### src/rtl/dsr_pkg.sv
package dsr_pkg;
  localparam int PTR_W      = 3;
  localparam int NUM_REGS   = 1 << PTR_W;
  localparam int BYTE_W     = 8;
  // pointer values with a special meaning
  localparam logic [PTR_W-1:0] PTR_MAIN = 3'd0;
  localparam logic [PTR_W-1:0] PTR_ERR  = 3'd1;
  localparam logic [PTR_W-1:0] PTR_VEC  = 3'd2;
  // register 5 bits mirrored into the main status view
  localparam int MODE_BIT_A = 1;  // to status bit 5
  localparam int MODE_BIT_B = 7;  // to status bit 3
  // status view bit positions
  localparam int ST_AVAIL   = 0;
  localparam int ST_TXEMPTY = 2;
  localparam int ST_MIRROR3 = 3;
  localparam int ST_MIRROR5 = 5;
  localparam int ST_OVERRUN = 5;
endpackage

### src/rtl/dsr_ctrl_file.sv
module dsr_ctrl_file
  import dsr_pkg::*;
#(
  parameter int DATA_W = 8
) (
  input  logic              clk,
  input  logic              rst_n,
  input  logic              wr_en,
  input  logic [DATA_W-1:0] wdata,
  input  logic              rd_clr,
  output logic [PTR_W-1:0]  ptr,
  output logic [DATA_W-1:0] reg5
);
  logic [DATA_W-1:0] regs [NUM_REGS];

  assign ptr  = regs[0][PTR_W-1:0];
  assign reg5 = regs[5];

  always_ff @(posedge clk or negedge rst_n) begin
    if (!rst_n) begin
      for (int i = 0; i < NUM_REGS; i++) regs[i] <= '0;
    end else if (wr_en) begin
      if (ptr == PTR_MAIN) begin
        regs[0] <= wdata;
      end else begin
        regs[ptr] <= wdata;
        regs[0][PTR_W-1:0] <= '0;
      end
    end else if (rd_clr) begin
      regs[0][PTR_W-1:0] <= '0;
    end
  end


  ptr_set_chk: assert property (@(posedge clk) disable iff (!rst_n)
    wr_en && ptr == PTR_MAIN |=> ptr == $past(wdata[PTR_W-1:0]));

  ptr_clr_wr_chk: assert property (@(posedge clk) disable iff (!rst_n)
    wr_en && ptr != PTR_MAIN |=> ptr == PTR_MAIN);

  ptr_clr_rd_chk: assert property (@(posedge clk) disable iff (!rst_n)
    rd_clr && !wr_en |=> ptr == PTR_MAIN);
endmodule

### src/rtl/dsr_rx_hold.sv
module dsr_rx_hold #(
  parameter int DATA_W = 8
) (
  input  logic              clk,
  input  logic              rst_n,
  input  logic              ext,
  input  logic              lb_wr,
  input  logic [DATA_W-1:0] wdata,
  input  logic              rd_take,
  input  logic              in_valid,
  input  logic [DATA_W-1:0] in_data,
  output logic              in_ready,
  output logic [DATA_W-1:0] held,
  output logic              avail,
  output logic              overrun
);
  logic in_take;

  assign in_ready = ext && !avail;
  assign in_take  = in_valid && in_ready;

  always_ff @(posedge clk or negedge rst_n) begin
    if (!rst_n) begin
      held    <= '0;
      avail   <= 1'b0;
      overrun <= 1'b0;
    end else begin
      if (rd_take) avail <= 1'b0;
      if (lb_wr) begin
        held  <= wdata;
        avail <= 1'b1;
        if (avail) overrun <= 1'b1;
      end
      if (in_take) begin
        held  <= in_data;
        avail <= 1'b1;
      end
    end
  end


  overrun_sticky_chk: assert property (@(posedge clk) disable iff (!rst_n)
    overrun |=> overrun);

  lb_hold_chk: assert property (@(posedge clk) disable iff (!rst_n)
    lb_wr |=> avail && held == $past(wdata));

  overrun_set_chk: assert property (@(posedge clk) disable iff (!rst_n)
    lb_wr && avail |=> overrun);

  read_clears_chk: assert property (@(posedge clk) disable iff (!rst_n)
    rd_take && !lb_wr && !in_take |=> !avail);

  always_comb begin
    if (rst_n) in_ready_excl_chk: assert (!(in_ready && avail));
  end
endmodule

### src/rtl/dsr_status_mux.sv
module dsr_status_mux
  import dsr_pkg::*;
#(
  parameter int DATA_W = 8,
  parameter bit HAS_VEC = 1'b0
) (
  input  logic [PTR_W-1:0]  ptr,
  input  logic              ext,
  input  logic              avail,
  input  logic              overrun,
  input  logic              tx_ready,
  input  logic [DATA_W-1:0] reg5,
  input  logic [DATA_W-1:0] vector,
  output logic [DATA_W-1:0] status
);
  logic [DATA_W-1:0] main_v, err_v, vec_v;

  always_comb begin
    main_v = '0;
    main_v[ST_AVAIL] = avail;
    if (ext) begin
      main_v[ST_MIRROR5] = 1'b1;
      main_v[ST_TXEMPTY] = tx_ready;
    end else begin
      main_v[ST_MIRROR5] = reg5[MODE_BIT_A];
      main_v[ST_MIRROR3] = reg5[MODE_BIT_B];
      main_v[ST_TXEMPTY] = !avail;
    end
    err_v = '0;
    err_v[ST_OVERRUN] = overrun;
  end

  generate
    if (HAS_VEC) begin : g_vec
      assign vec_v = vector;
    end else begin : g_novec
      assign vec_v = '0;
    end
  endgenerate

  always_comb begin
    unique case (ptr)
      PTR_MAIN: status = main_v;
      PTR_ERR:  status = err_v;
      PTR_VEC:  status = vec_v;
      default:  status = '0;
    endcase
  end
endmodule

### src/rtl/dual_serial_regs.sv
module dual_serial_regs
  import dsr_pkg::*;
#(
  parameter int DATA_W = 8,
  localparam int NUM_CH = 2,
  localparam int VEC_CH = NUM_CH - 1
) (
  input  logic                     clk,
  input  logic                     rst_n,
  input  logic [1:0]               bus_addr,
  input  logic                     bus_wr,
  input  logic                     bus_rd,
  input  logic [DATA_W-1:0]        bus_wdata,
  output logic [DATA_W-1:0]        bus_rdata,
  input  logic [NUM_CH-1:0]        ext_mode,
  output logic [NUM_CH-1:0]        tx_valid,
  output logic [NUM_CH*DATA_W-1:0] tx_data,
  input  logic [NUM_CH-1:0]        tx_ready,
  input  logic [NUM_CH-1:0]        rx_valid,
  input  logic [NUM_CH*DATA_W-1:0] rx_data,
  output logic [NUM_CH-1:0]        rx_ready
);
  logic              is_ctrl;
  logic              ch_sel;
  logic [DATA_W-1:0] vector;
  logic [PTR_W-1:0]  ch_ptr    [NUM_CH];
  logic [DATA_W-1:0] ch_status [NUM_CH];
  logic [DATA_W-1:0] ch_held   [NUM_CH];
  logic [NUM_CH-1:0] ch_avail;
  logic [NUM_CH-1:0] ch_overrun;

  assign is_ctrl = bus_addr[0];
  assign ch_sel  = bus_addr[1];

  for (genvar c = 0; c < NUM_CH; c++) begin : g_ch
    logic              hit, ctrl_wr, stat_rd, data_wr, data_rd;
    logic [DATA_W-1:0] reg5;

    assign hit     = (ch_sel == 1'(c));
    assign ctrl_wr = bus_wr && hit && is_ctrl;
    assign stat_rd = bus_rd && hit && is_ctrl;
    assign data_wr = bus_wr && hit && !is_ctrl;
    assign data_rd = bus_rd && hit && !is_ctrl;

    assign tx_valid[c] = data_wr && ext_mode[c];
    assign tx_data[c*DATA_W +: DATA_W] = bus_wdata;

    dsr_ctrl_file #(.DATA_W(DATA_W)) u_ctrl (
      .clk   (clk),
      .rst_n (rst_n),
      .wr_en (ctrl_wr),
      .wdata (bus_wdata),
      .rd_clr(stat_rd),
      .ptr   (ch_ptr[c]),
      .reg5  (reg5)
    );

    dsr_rx_hold #(.DATA_W(DATA_W)) u_hold (
      .clk     (clk),
      .rst_n   (rst_n),
      .ext     (ext_mode[c]),
      .lb_wr   (data_wr && !ext_mode[c]),
      .wdata   (bus_wdata),
      .rd_take (data_rd),
      .in_valid(rx_valid[c]),
      .in_data (rx_data[c*DATA_W +: DATA_W]),
      .in_ready(rx_ready[c]),
      .held    (ch_held[c]),
      .avail   (ch_avail[c]),
      .overrun (ch_overrun[c])
    );

    dsr_status_mux #(.DATA_W(DATA_W), .HAS_VEC(c == VEC_CH)) u_stat (
      .ptr     (ch_ptr[c]),
      .ext     (ext_mode[c]),
      .avail   (ch_avail[c]),
      .overrun (ch_overrun[c]),
      .tx_ready(tx_ready[c]),
      .reg5    (reg5),
      .vector  (vector),
      .status  (ch_status[c])
    );


    tx_loop_quiet_chk: assert property (@(posedge clk) disable iff (!rst_n)
      tx_valid[c] |-> ext_mode[c]);

    tx_no_avail_chk: assert property (@(posedge clk) disable iff (!rst_n)
      data_wr && ext_mode[c] && !ch_avail[c] && !(rx_valid[c] && rx_ready[c])
      |=> !ch_avail[c]);
  end

  always_ff @(posedge clk or negedge rst_n) begin
    if (!rst_n) vector <= '0;
    else if (bus_wr && is_ctrl && ch_sel == 1'(VEC_CH) && ch_ptr[VEC_CH] == PTR_VEC)
      vector <= bus_wdata;
  end

  always_comb begin
    bus_rdata = '0;
    if (bus_rd) begin
      if (is_ctrl)              bus_rdata = ch_status[ch_sel];
      else if (ch_avail[ch_sel]) bus_rdata = ch_held[ch_sel];
    end
  end


  vec_load_chk: assert property (@(posedge clk) disable iff (!rst_n)
    bus_wr && bus_addr == 2'b11 && ch_ptr[VEC_CH] == PTR_VEC |=> vector == $past(bus_wdata));

  vec_hold_chk: assert property (@(posedge clk) disable iff (!rst_n)
    !(bus_wr && bus_addr == 2'b11) |=> $stable(vector));

  chan_iso_chk: assert property (@(posedge clk) disable iff (!rst_n)
    (bus_wr || bus_rd) && bus_addr[1] && !rx_valid[0] |=> $stable(ch_avail[0]));
endmodule

### config.mk
export PLATFORM = sky130hd
export DESIGN_NAME = dual_serial_regs
export DESIGN_NICKNAME = d
export VERILOG_FILES = /design/src/rtl/dsr_pkg.sv /design/src/rtl/dsr_ctrl_file.sv /design/src/rtl/dsr_rx_hold.sv /design/src/rtl/dsr_status_mux.sv /design/src/rtl/dual_serial_regs.sv
export SDC_FILE = /design/constraint.sdc
export NUM_CORES = 1
export LEC_CHECK = 0
export BUFFER_PORTS_ARGS = -buffer_cell sky130_fd_sc_hd__buf_2
export CAP_MARGIN = 20
export CELL_PAD_IN_SITES_DETAIL_PLACEMENT = 1
export CELL_PAD_IN_SITES_GLOBAL_PLACEMENT = 2
export CORE_MARGIN = 2
export CORE_UTILIZATION = 29
export DETAILED_ROUTE_END_ITERATION = 8
export PLACE_DENSITY_LB_ADDON = 0.1
export SLEW_MARGIN = 0
export SYNTH_ARGS = -nofsm -noshare
export SYNTH_HDL_FRONTEND = slang
export SYNTH_SLANG_ARGS = --single-unit
### constraint.sdc
create_clock -name clk -period 1.5 [get_ports clk]
set_clock_uncertainty 0.1 [all_clocks]
set_input_delay 0.15 -clock clk [delete_from_list [all_inputs] [get_ports clk]]
set_output_delay 0.15 -clock clk [all_outputs]
set_load 0.05 [all_outputs]
==> impl_summary.log, run 1 <==
[metrics] vias per std cell: approximately 4.7
[metrics] deepest clock path buffer count: 2
[metrics] width of the chip: a little over 90 microns
[metrics] Max stage delay cell, worst path: dfrtp_2
[metrics] warning count from the yosys run: 0
[metrics] unique cell type count in the Yosys netlist: 40
[metrics] final period utilization: 132%
[metrics] number of sinks driven by the clock tree: 38
[metrics] remaining antenna violation count: 0
[metrics] outcome: finished, violations left
[metrics] Pwr per Cell Area: around 1300 mW/mm^2
[metrics] Placer Congestion: 0.760
[metrics] total of endpoints with negative setup slack in the final report: 18
[metrics] final total negative setup slack: -3.38 ns
[metrics] largest fanout on the critical path: 10
[metrics] Post-Syn Area per Cell: 10.4 sq um
[metrics] type of the worst min-delay path: in2reg
[metrics] number of antenna repair diodes: 0
[metrics] data arrival time of the critical path: approximately 1.7 ns
[metrics] CTS tree: built
[metrics] Port-buffer cells: 63
[metrics] top cell type by total area after synthesis: dfrtp_1
[metrics] final max-slew violation count: 0
[metrics] drt first-iter violations: 63
[metrics] synthesis-to-layout area growth: 48.5%
[metrics] number of synthesized register bits: 38
[metrics] fmax: between 500 and 600 MHz
[metrics] total congestion overflow: 0
[metrics] post-detail-place hpwl: 5270 microns
[metrics] violations in the final reports: negative setup slack
[metrics] fraction of layout instances using a drive strength above 1: between 50 and 60%
[metrics] Place WS: -0.346 ns
[metrics] slowest cell delay on critical path: ~0.47 ns
[metrics] number of clock buffers inserted by TritonCTS: 5
[metrics] final critical path time including I/O delays and setup: 1.98 ns
[metrics] die height: roughly 93 microns
[metrics] Net Count, Synth: around 260
[metrics] Worst Hold Slack: roughly 0.0027 ns
[metrics] sequential area share after synthesis: 41.6%
[metrics] most common cell after layout, fill and taps aside: buf_2
[metrics] average routed wire per standard cell: between 15 and 20 microns
[metrics] starting utilization of the core area: between 20% and 30%
[metrics] root buffer cell: clkbuf_8
[metrics] setup slack after layout: -0.476 ns
[metrics] die footprint: 0.00862 sq mm
[metrics] Post-Synthesis Cells: between 200 and 250
[metrics] H-tree levels: 2
[metrics] IO Pins: 64
[metrics] top cells by area, synth: dfrtp_1 42%, buf_4 6.6%, mux2_2 5.9%, mux2_4 5.2%, nand2_1 5.1%
[metrics] synthesized area: 0.00229 sq mm
[metrics] global-route wire length before repair: ~11,000 microns
[metrics] number of remaining DRC errors: 0
[metrics] static leakage: about 1.6 nW
[metrics] number of detailed-route iterations in the first pass: 4
[metrics] Layout Nets: around 350
[metrics] relative max-transition margin: 65.8%
[metrics] top library cells by usage in the layout, fill and taps aside: 51 x buf_2, 35 x dfrtp_1, 35 x buf_4
[metrics] Global Route Usage Sum: roughly 17%
[metrics] Worst VDD drop: approximately 0.48 mV
[metrics] # fillers: 863
[metrics] insertion delay to the later sink of the worst-skew pair: about 0.29 ns
[metrics] Std-Cell Core Area: between 0.007 and 0.008 sq mm
[metrics] CP cell instances: mux2_2 > a32oi_2 > nand2_1 > o211a_4 > buf_8
[metrics] final number of hold-violating endpoints: 0
[metrics] Worst-path clk slew: ~0.08 ns
[metrics] antenna violations before repair: 0
[metrics] DR vias: approximately 2,000
[metrics] max_cap viols: 0
[metrics] Critical Path Sink Type: output port
[metrics] unrepaired setup endpoints after global routing: true
[metrics] Worst Tran Pin Value: approximately 0.51 ns
[metrics] pin count of the biggest net entering global routing: 39
[metrics] crit start category: flop
[metrics] start-to-end type of the worst setup path: reg2out
[metrics] required time reported for the critical path endpoint: 1.25 ns
[metrics] drt total wl: 7200 microns
[metrics] final total power: around 4.3 mW
[metrics] vias in the first global route: between 2,000 and 2,500
[metrics] share of the synthesized area in the top cell type: 41.6%
[metrics] number of rows created at floorplan: 32
==> layout make-up <==
type	instances	area (sq um)	area share [%]
inverters	1	3.75	0.110
well taps	102	128	3.76
repair buffers	118	897	26.4
clock buffers	6	82.6	2.43
multi-input cells	152	1270	37.4
flip-flops and latches	38	955	28.1
clock inverters	2	60.1	1.77
==> sequential cells by signal (all words and copies together), names as in the netlist <==
| register | flops |
|---|---|
| g_ch.u_ctrl.ptr | 6 |
| g_ch.u_hold.overrun | 2 |
| vector | 8 |
| g_ch.u_hold.held | 16 |
| g_ch.u_hold.avail | 2 |
| g_ch.u_ctrl.reg5 | 4 |
==> metrics by stage <==
step	cell area, sq um	util (%)	cells
finish	3400	44.2	419
global route	3400	44.2	419
CTS	3330	43.3	417
detailed placement	2960	38.5	395
global placement	2960	38.5	395
floorplan	2400	-	219
==> layer usage <==
layer  vias to the layer above  global-route usage [%]  routed length [microns]
met2                        46                    28.3                     3470
met5                         -                       0                        0
li1                        961                       -                        -
met4                         0                    4.41                       68
met1                       977                    23.7                     3350
met3                         5                    3.09                      310
==> cells in the mapped netlist <==
library cell   n
mux2_4         8
a21o_1         1
and2_1         1
nor4_2         1
a32oi_1        2
a22o_1         7
nor2_1        13
a21boi_0       1
nor3_1         1
and3_1         4
nand3b_1       2
a2111oi_0      1
nor4_4         2
and3b_1        3
inv_1          1
mux2i_1       11
nand3_1        3
o21ai_1        2
o21ai_2        1
nor4b_4        1
clkbuf_1       3
nor2_4         1
nor3_2         1
buf_2          1
o41ai_1        1
o22ai_1        1
nand2b_1       2
a21oi_1       10
nand2_8        1
dfrtp_1       38
a31oi_1        1
o211a_1        1
buf_6          4
buf_4         20
nor2b_1        8
o21ai_0        6
a22oi_1       10
nand2_1       31
o2111ai_1      1
mux2_2        12
==> worst paths after layout <==
path / startpoint / endpoint / slack (ns) / depth (start not counted)
max: g_ch[1].u_ctrl.ptr[1] / bus_rdata[0] / -0.48 / 5
min: rx_data[8] / g_ch[1].u_hold.held[0] / 0.003 / 3
max reg2reg: g_ch[1].u_ctrl.ptr[2] / vector[0] / -0.04 / 5
min reg2reg: g_ch[0].u_hold.held[3] / g_ch[0].u_hold.held[3] / 0.38 / 2
max in group asynchronous: rst_n / g_ch[1].u_ctrl.ptr[1] / 0.55 / 3
min in group asynchronous: rst_n / g_ch[1].u_hold.held[5] / 0.35 / 3
==> what timing repair did <==
action | CTS | global route
hold buffers | 15 | 0
endpoints found under the setup margin | 28 | 23
gates resized for setup | 27 | 15
endpoints found under the hold margin | 52 | 0
pin swaps | 7 | 10
buffers inserted | 0 | 3
==> kinds of logic after synthesis <==
| group | share of synthesized area (%) |
|---|---|
| flops | 41.6 |
| simple gates | 19.2 |
| mux | 16.0 |
| compound gates | 13.8 |
| buf+inv | 9.40 |
==> worst max-delay path: cells and delay by family, from the launching register on <==
family	cells	cell delay, ns
buffers and inverters	1	0.15
multiplexers	1	0.36
AND/OR/NAND/NOR	1	0.09
flip-flops	1	0.47
AO/OA/AOI/OAI	2	0.36
==> where the power goes <==
part           internal [mW]  switching, mW  total, mW
logic                  0.823          0.783       1.61
registers               1.34          0.234       1.57
clock network          0.710          0.387       1.10
(Power assumes the default switching activity.)
==> run 2: changes to the inputs <==
--- a/config.mk
+++ b/config.mk
@@ -12,7 +12,7 @@
 export CORE_MARGIN = 2
 export CORE_UTILIZATION = 29
 export DETAILED_ROUTE_END_ITERATION = 8
-export PLACE_DENSITY_LB_ADDON = 0.1
+export PLACE_DENSITY = 0.72
 export SLEW_MARGIN = 0
 export SYNTH_ARGS = -nofsm -noshare
 export SYNTH_HDL_FRONTEND = slang
==> run 2 against run 1 <==
The run still ends with negative setup slack left. Global-route usage up 0.41 points. Power is 2.8% higher. Non-clock buffer count shrank 2. Final cell count down 0.48%. Wire length increased by 1.8%. Via count up 0.35%. Highest routed layer unchanged. Count of clock-buffer cells in the layout shrank 1. Critical endpoint is now bus_rdata[3]. Worst hold slack improved by 0.0040 ns. Combinational power rose by 9%.
==> impl_summary.log, run 2 (synthesis results as in run 1) <==
[metrics] outcome: finished, violations left
[metrics] violations in the final reports: negative setup slack
[metrics] start-to-end type of the worst setup path: reg2out
[metrics] final critical path time including I/O delays and setup: roughly 2 ns
[metrics] Place WS: -0.509 ns
[metrics] max FFs per register: 16
[metrics] top library cells by usage in the layout, fill and taps aside: 51 x buf_2, 32 x dfrtp_1, 28 x nand2_1, 28 x buf_4, 14 x buf_6
[metrics] CP cell instances: nor4_4 > and3b_1 > a31oi_2 > o21ai_4 > buf_6
[metrics] final total negative setup slack: -3.68 ns
[metrics] drt total wl: about 7300 microns
[metrics] unrepaired setup endpoints after global routing: true
[metrics] number of remaining DRC errors: 0
[metrics] Global Route Usage Sum: between 10% and 20%
[metrics] pin count of the biggest net entering global routing: 39
[metrics] antenna violations before repair: 0
[metrics] number of rows created at floorplan: 32
[metrics] die height: ~93 microns
[metrics] Layout Nets: 350
[metrics] H-tree levels: 2
[metrics] remaining antenna violation count: 0
[metrics] Worst-path clk slew: 0.09 ns
[metrics] number of clock buffers inserted by TritonCTS: 5
[metrics] DR vias: 1,996
[metrics] type of the worst min-delay path: in2reg
[metrics] drt first-iter violations: 62
[metrics] relative max-transition margin: 75.0%
[metrics] max_cap viols: 0
[metrics] slowest cell delay on critical path: 0.45 ns
[metrics] Pwr per Cell Area: 1250 mW/mm^2
[metrics] static leakage: 1.63 nW
[metrics] number of antenna repair diodes: 0
[metrics] data arrival time of the critical path: roughly 1.7 ns
[metrics] largest fanout on the critical path: 4
[metrics] root buffer cell: clkbuf_8
[metrics] Critical Path Sink Type: output port
[metrics] setup slack after layout: -0.493 ns
[metrics] total of endpoints with negative setup slack in the final report: 19
[metrics] number of sinks driven by the clock tree: 38
[metrics] required time reported for the critical path endpoint: roughly 1.3 ns
[metrics] IO Pins: 64
[metrics] vias per std cell: roughly 4.8
[metrics] Worst Tran Pin Value: about 0.37 ns
[metrics] width of the chip: between 90 and 100 microns
[metrics] final total power: between 4 and 5 mW
[metrics] Placer Congestion: between 0.7 and 0.8
[metrics] final period utilization: 133%
[metrics] crit start category: flop
[metrics] post-detail-place hpwl: 5260 microns
[metrics] fraction of layout instances using a drive strength above 1: between 50% and 60%
[metrics] Top delay family on crit path: simple AND/OR/NAND/NOR gates
[metrics] deepest clock path buffer count: 2
[metrics] final number of hold-violating endpoints: 0
[metrics] Std-Cell Core Area: ~0.0077 sq mm
[metrics] vias in the first global route: 2,168
[metrics] register name with the most flops: g_ch.u_hold.held
[metrics] most common cell after layout, fill and taps aside: buf_2
[metrics] insertion delay to the later sink of the worst-skew pair: between 0.2 and 0.3 ns
[metrics] die footprint: about 0.0086 sq mm
[metrics] # fillers: approximately 870
[metrics] global-route wire length before repair: ~12,000 microns
[metrics] total congestion overflow: 0
[metrics] final max-slew violation count: 0
[metrics] Worst VDD drop: around 0.47 mV
[metrics] synthesis-to-layout area growth: 53.4%
[metrics] CTS tree: built
[metrics] starting utilization of the core area: 29.8%
[metrics] Max stage delay cell, worst path: dfrtp_2
[metrics] number of buffer and inverter instances along the worst setup path: 1
[metrics] average routed wire per standard cell: around 18 microns
[metrics] Port-buffer cells: 63
[metrics] fmax: about 500 MHz
[metrics] number of detailed-route iterations in the first pass: 4
## run 2: cell count changes in the layout (fill, tap and decap cells not counted), sizes merged
cell         before  now
buf             102  103
clkbuf            7    6
clkinv            0    1
dlygate4sd3      15   12
## run 2: timing repair
item | 4_1_cts | 5_1_grt
endpoints found under the setup margin | 20 | 27
hold buffers | 12 | 0
cloned | 0 | 0
buffers inserted | 7 | 4
pin swaps | 9 | 6
resized for setup | 38 | 26
hold endpoints to repair | 49 | 0
## run 2: layer usage
layer | routed length, microns | part of all wire (%) | global-route usage, %
met3 | 251 | 3.4 | 3.09
met2 | 3750 | 51 | 30.9
met4 | 25 | 0.34 | 2.94
met1 | 3310 | 45 | 23.3
met5 | 0 | 0 | 0
## run 2: final timing paths
| path | depth (start not counted) | end | slack (ns) | startpoint |
|---|---|---|---|---|
| max | 5 | bus_rdata[3] | -0.49 | g_ch[0].u_ctrl.ptr[2] |
| min | 3 | g_ch[1].u_hold.held[1] | 0.007 | rx_data[9] |
| max reg2reg | 5 | g_ch[0].u_ctrl.reg5[7] | -0.07 | g_ch[0].u_ctrl.ptr[0] |
| min reg2reg | 1 | g_ch[1].u_hold.overrun | 0.37 | g_ch[1].u_hold.overrun |
| max in group asynchronous | 3 | g_ch[1].u_hold.avail | 0.84 | rst_n |
| min in group asynchronous | 3 | g_ch[0].u_hold.held[0] | 0.25 | rst_n |
## run 2: power by group
part	total [mW]	switching (mW)	internal (mW)
Clock	1.07	0.405	0.667
Combinational	1.75	0.837	0.910
Sequential	1.58	0.237	1.34
## run 2: through the flow
stage,hold WS (ns),std cells,util [%],area [sq um]
3_5_place_dp,0.0384,388,38.5,2960
6_report,0.00668,417,45.7,3510
2_1_floorplan,-0.246,219,-,2400
4_1_cts,0.000857,415,44.2,3400
5_1_grt,0.00978,417,45.7,3510
3_3_place_gp,0.0381,388,38.5,2960
## run 2: worst register-to-register path: stages (launching register included)
cell,delay [ns]
dfrtp_1,0.42
buf_6,0.14
buf_4,0.11
nand2_4,0.04
nor4_4,0.32
mux2_4,0.34
## run 2: final cells by class
cell class	count	area [sq um]	share of cell area, %
Multi-Input combinational cell	152	1350	38.4
Sequential cell	38	958	27.3
Timing Repair Buffer	116	936	26.7
Tap cell	102	128	3.64
Clock buffer	5	68.8	1.96
Clock inverter	3	68.8	1.96
Inverter	1	3.75	0.107
==> run 3: changes to the inputs <==
--- a/config.mk
+++ b/config.mk
@@ -10,9 +10,10 @@
 export CELL_PAD_IN_SITES_DETAIL_PLACEMENT = 1
 export CELL_PAD_IN_SITES_GLOBAL_PLACEMENT = 2
 export CORE_MARGIN = 2
-export CORE_UTILIZATION = 29
+export CORE_UTILIZATION = 30
+export CTS_BUF_LIST = sky130_fd_sc_hd__clkbuf_8
 export DETAILED_ROUTE_END_ITERATION = 8
-export PLACE_DENSITY = 0.72
+export PLACE_DENSITY = 0.74
 export SLEW_MARGIN = 0
 export SYNTH_ARGS = -nofsm -noshare
 export SYNTH_HDL_FRONTEND = slang
==> run 3 against run 2 <==
The run still ends with negative setup slack left. Highest routed layer unchanged. Count of clock-buffer cells in the layout unchanged. Sequential cell count unchanged. Largest cell class unchanged. Final area decreased by 2.0%. Critical path depth unchanged. Non-clock buffer count increased by 2. Clock power decreased by 36%. Sequential share of layout area increased by 0.63 points. Sequential power about the same. Final cell count decreased by 0.48%.
==> impl_summary.log, run 3 (synthesis results as in run 1) <==
[metrics] destination of the worst hold path: g_ch[1].u_hold.held[3]
[metrics] # fillers: roughly 840
[metrics] data arrival time of the critical path: between 1.5 and 2 ns
[metrics] total congestion overflow: 0
[metrics] H-tree levels: 2
[metrics] largest fanout on the critical path: 7
[metrics] Place WS: -0.296 ns
[metrics] root buffer cell: clkbuf_8
[metrics] r2r setup slk: -0.20 ns
[metrics] Worst Hold Slack: 0.00641 ns
[metrics] drt first-iter violations: between 60 and 70
[metrics] most common cell after layout, fill and taps aside: buf_2
[metrics] number of remaining DRC errors: 0
[metrics] number of sinks driven by the clock tree: 38
[metrics] type of the worst min-delay path: in2reg
[metrics] unrepaired setup endpoints after global routing: true
[metrics] Placer Congestion: between 0.7 and 0.8
[metrics] final total power: approximately 4.0 mW
[metrics] max_cap viols: 0
[metrics] IO Pins: between 60 and 70
[metrics] Port-buffer cells: 63
[metrics] CP cell instances: mux2_4 > a32oi_1 > nand2_1 > o211a_4 > buf_8
[metrics] die height: just over 90 microns
[metrics] cell depth of the worst hold path: 3
[metrics] vias in the first global route: about 2,200
[metrics] max FFs per register: 16
[metrics] antenna violations before repair: 0
[metrics] vias per std cell: slightly below 5
[metrics] average routed wire per standard cell: around 18 microns
[metrics] DR vias: slightly above 2,000
[metrics] min-delay src: rx_data[11]
[metrics] number of antenna repair diodes: 0
[metrics] global-route wire length before repair: 11,900 microns
[metrics] total of endpoints with negative setup slack in the final report: 17
[metrics] slowest cell delay on critical path: about 0.48 ns
[metrics] Layout Nets: between 300 and 400
[metrics] fraction of layout instances using a drive strength above 1: between 50% and 60%
[metrics] flip-flop and latch area: approximately 960 sq um
[metrics] drt total wl: ~7500 microns
[metrics] width of the chip: roughly 90 microns
[metrics] Critical Path Sink Type: output port
[metrics] register name with the most flops: g_ch.u_hold.held
[metrics] start-to-end type of the worst setup path: reg2out
[metrics] setup slack after layout: -0.433 ns
[metrics] crit start category: flop
[metrics] violations in the final reports: negative setup slack
[metrics] Worst VDD drop: roughly 0.48 mV
[metrics] final period utilization: 129%
[metrics] r2r endpoint: vector[7]
[metrics] Worst Tran Pin Value: a little under 0.4 ns
[metrics] Global Route Usage Sum: 18.3%
[metrics] number of detailed-route iterations in the first pass: 4
[metrics] Pwr per Cell Area: approximately 1200 mW/mm^2
[metrics] outcome: finished, violations left
[metrics] static leakage: ~1.6 nW
[metrics] pin count of the biggest net entering global routing: 39
[metrics] required time reported for the critical path endpoint: roughly 1.3 ns
[metrics] top library cells by usage in the layout, fill and taps aside: 51 x buf_2, 33 x buf_4, 30 x nand2_1, 30 x dfrtp_1, 14 x buf_6
[metrics] number of rows created at floorplan: 31
[metrics] fmax: 517 MHz
[metrics] insertion delay to the later sink of the worst-skew pair: slightly below 0.3 ns
[metrics] number of clock buffers inserted by TritonCTS: 5
[metrics] synthesis-to-layout area growth: 50.4%
[metrics] starting utilization of the core area: between 30% and 40%
[metrics] deepest clock path buffer count: 2
[metrics] final number of hold-violating endpoints: 0
[metrics] Max stage delay cell, worst path: dfrtp_2
[metrics] final critical path time including I/O delays and setup: ~1.9 ns
[metrics] relative max-transition margin: between 70 and 80%
[metrics] post-detail-place hpwl: about 5200 microns
[metrics] Worst-path clk slew: 0.07 ns
[metrics] die footprint: approximately 0.0083 sq mm
[metrics] remaining antenna violation count: 0
[metrics] final max-slew violation count: 0
[metrics] combined area of the multi-input logic cells: about 0.0014 sq mm
[metrics] Worst R2R Path Depth: 6
[metrics] CTS tree: built
[metrics] Std-Cell Core Area: 0.00733 sq mm
[metrics] reg-to-reg critical path startpoint: g_ch[1].u_ctrl.ptr[1]
-- run 3: how the worst max path moves through the flow --
stage | from | slack [ns] | cells past startpoint | endpoint
final | g_ch[1].u_ctrl.ptr[1] | -0.43 | 5 | bus_rdata[0]
after global routing | g_ch[0].u_ctrl.ptr[2] | -0.50 | 6 | bus_rdata[0]
after CTS | g_ch[1].u_ctrl.ptr[1] | -0.42 | 5 | bus_rdata[0]
after detailed placement | g_ch[0].u_ctrl.ptr[0] | -0.30 | 5 | bus_rdata[5]
after global placement | g_ch[0].u_ctrl.ptr[0] | -0.25 | 5 | bus_rdata[5]
after floorplan | g_ch[0].u_ctrl.ptr[0] | -0.07 | 4 | bus_rdata[5]
-- run 3: routing by layer --
metal / vias up / track usage (%) / routed length (microns)
met3: 9 / 3.49 / 282
met2: 50 / 32.5 / 3740
met5: - / 0 / 0
li1: 956 / - / -
met4: 0 / 3.41 / 102
met1: 1013 / 23.3 / 3360
-- run 3: what timing repair did --
action                                  CTS  global route
endpoints found under the setup margin   26            31
hold buffers                             11             0
setup buffers                             2             4
pin swaps                                 7            11
endpoints found under the hold margin    48             0
gates resized for setup                  42            30
-- run 3: metrics by stage --
stage	area (sq um)	TNS (ns)	cells	utilization [%]
after floorplan	2400	-0.226	219	-
final	3440	-4.72	415	46.9
after CTS	3320	-3.75	412	45.3
after detailed placement	2970	-2.87	392	40.5
after global routing	3440	-5.44	415	46.9
after global placement	2970	-2.48	392	40.5
-- run 3: power breakdown --
part	total, mW	internal (mW)	switching (mW)
sequential	1.60	1.35	0.254
clock	0.688	0.313	0.376
combinational	1.69	0.869	0.820
total	3.98	2.53	1.45
-- run 3: layout make-up --
class,instances,share of cell area [%]
Clock buffer,5,2.00
Clock inverter,2,0.291
Inverter,1,0.109
Multi-Input combinational cell,152,39.6
Sequential cell,38,27.9
Tap cell,99,3.60
Timing Repair Buffer,118,26.5
-- run 3: worst max-delay path: cells and delay by family (launching register included) --
kind | cells | cell delay [ns]
DFF | 1 | 0.48
and+or+nand+nor | 1 | 0.09
AOI/OAI and AO/OA | 2 | 0.35
buffers and inverters | 1 | 0.15
muxes | 1 | 0.33
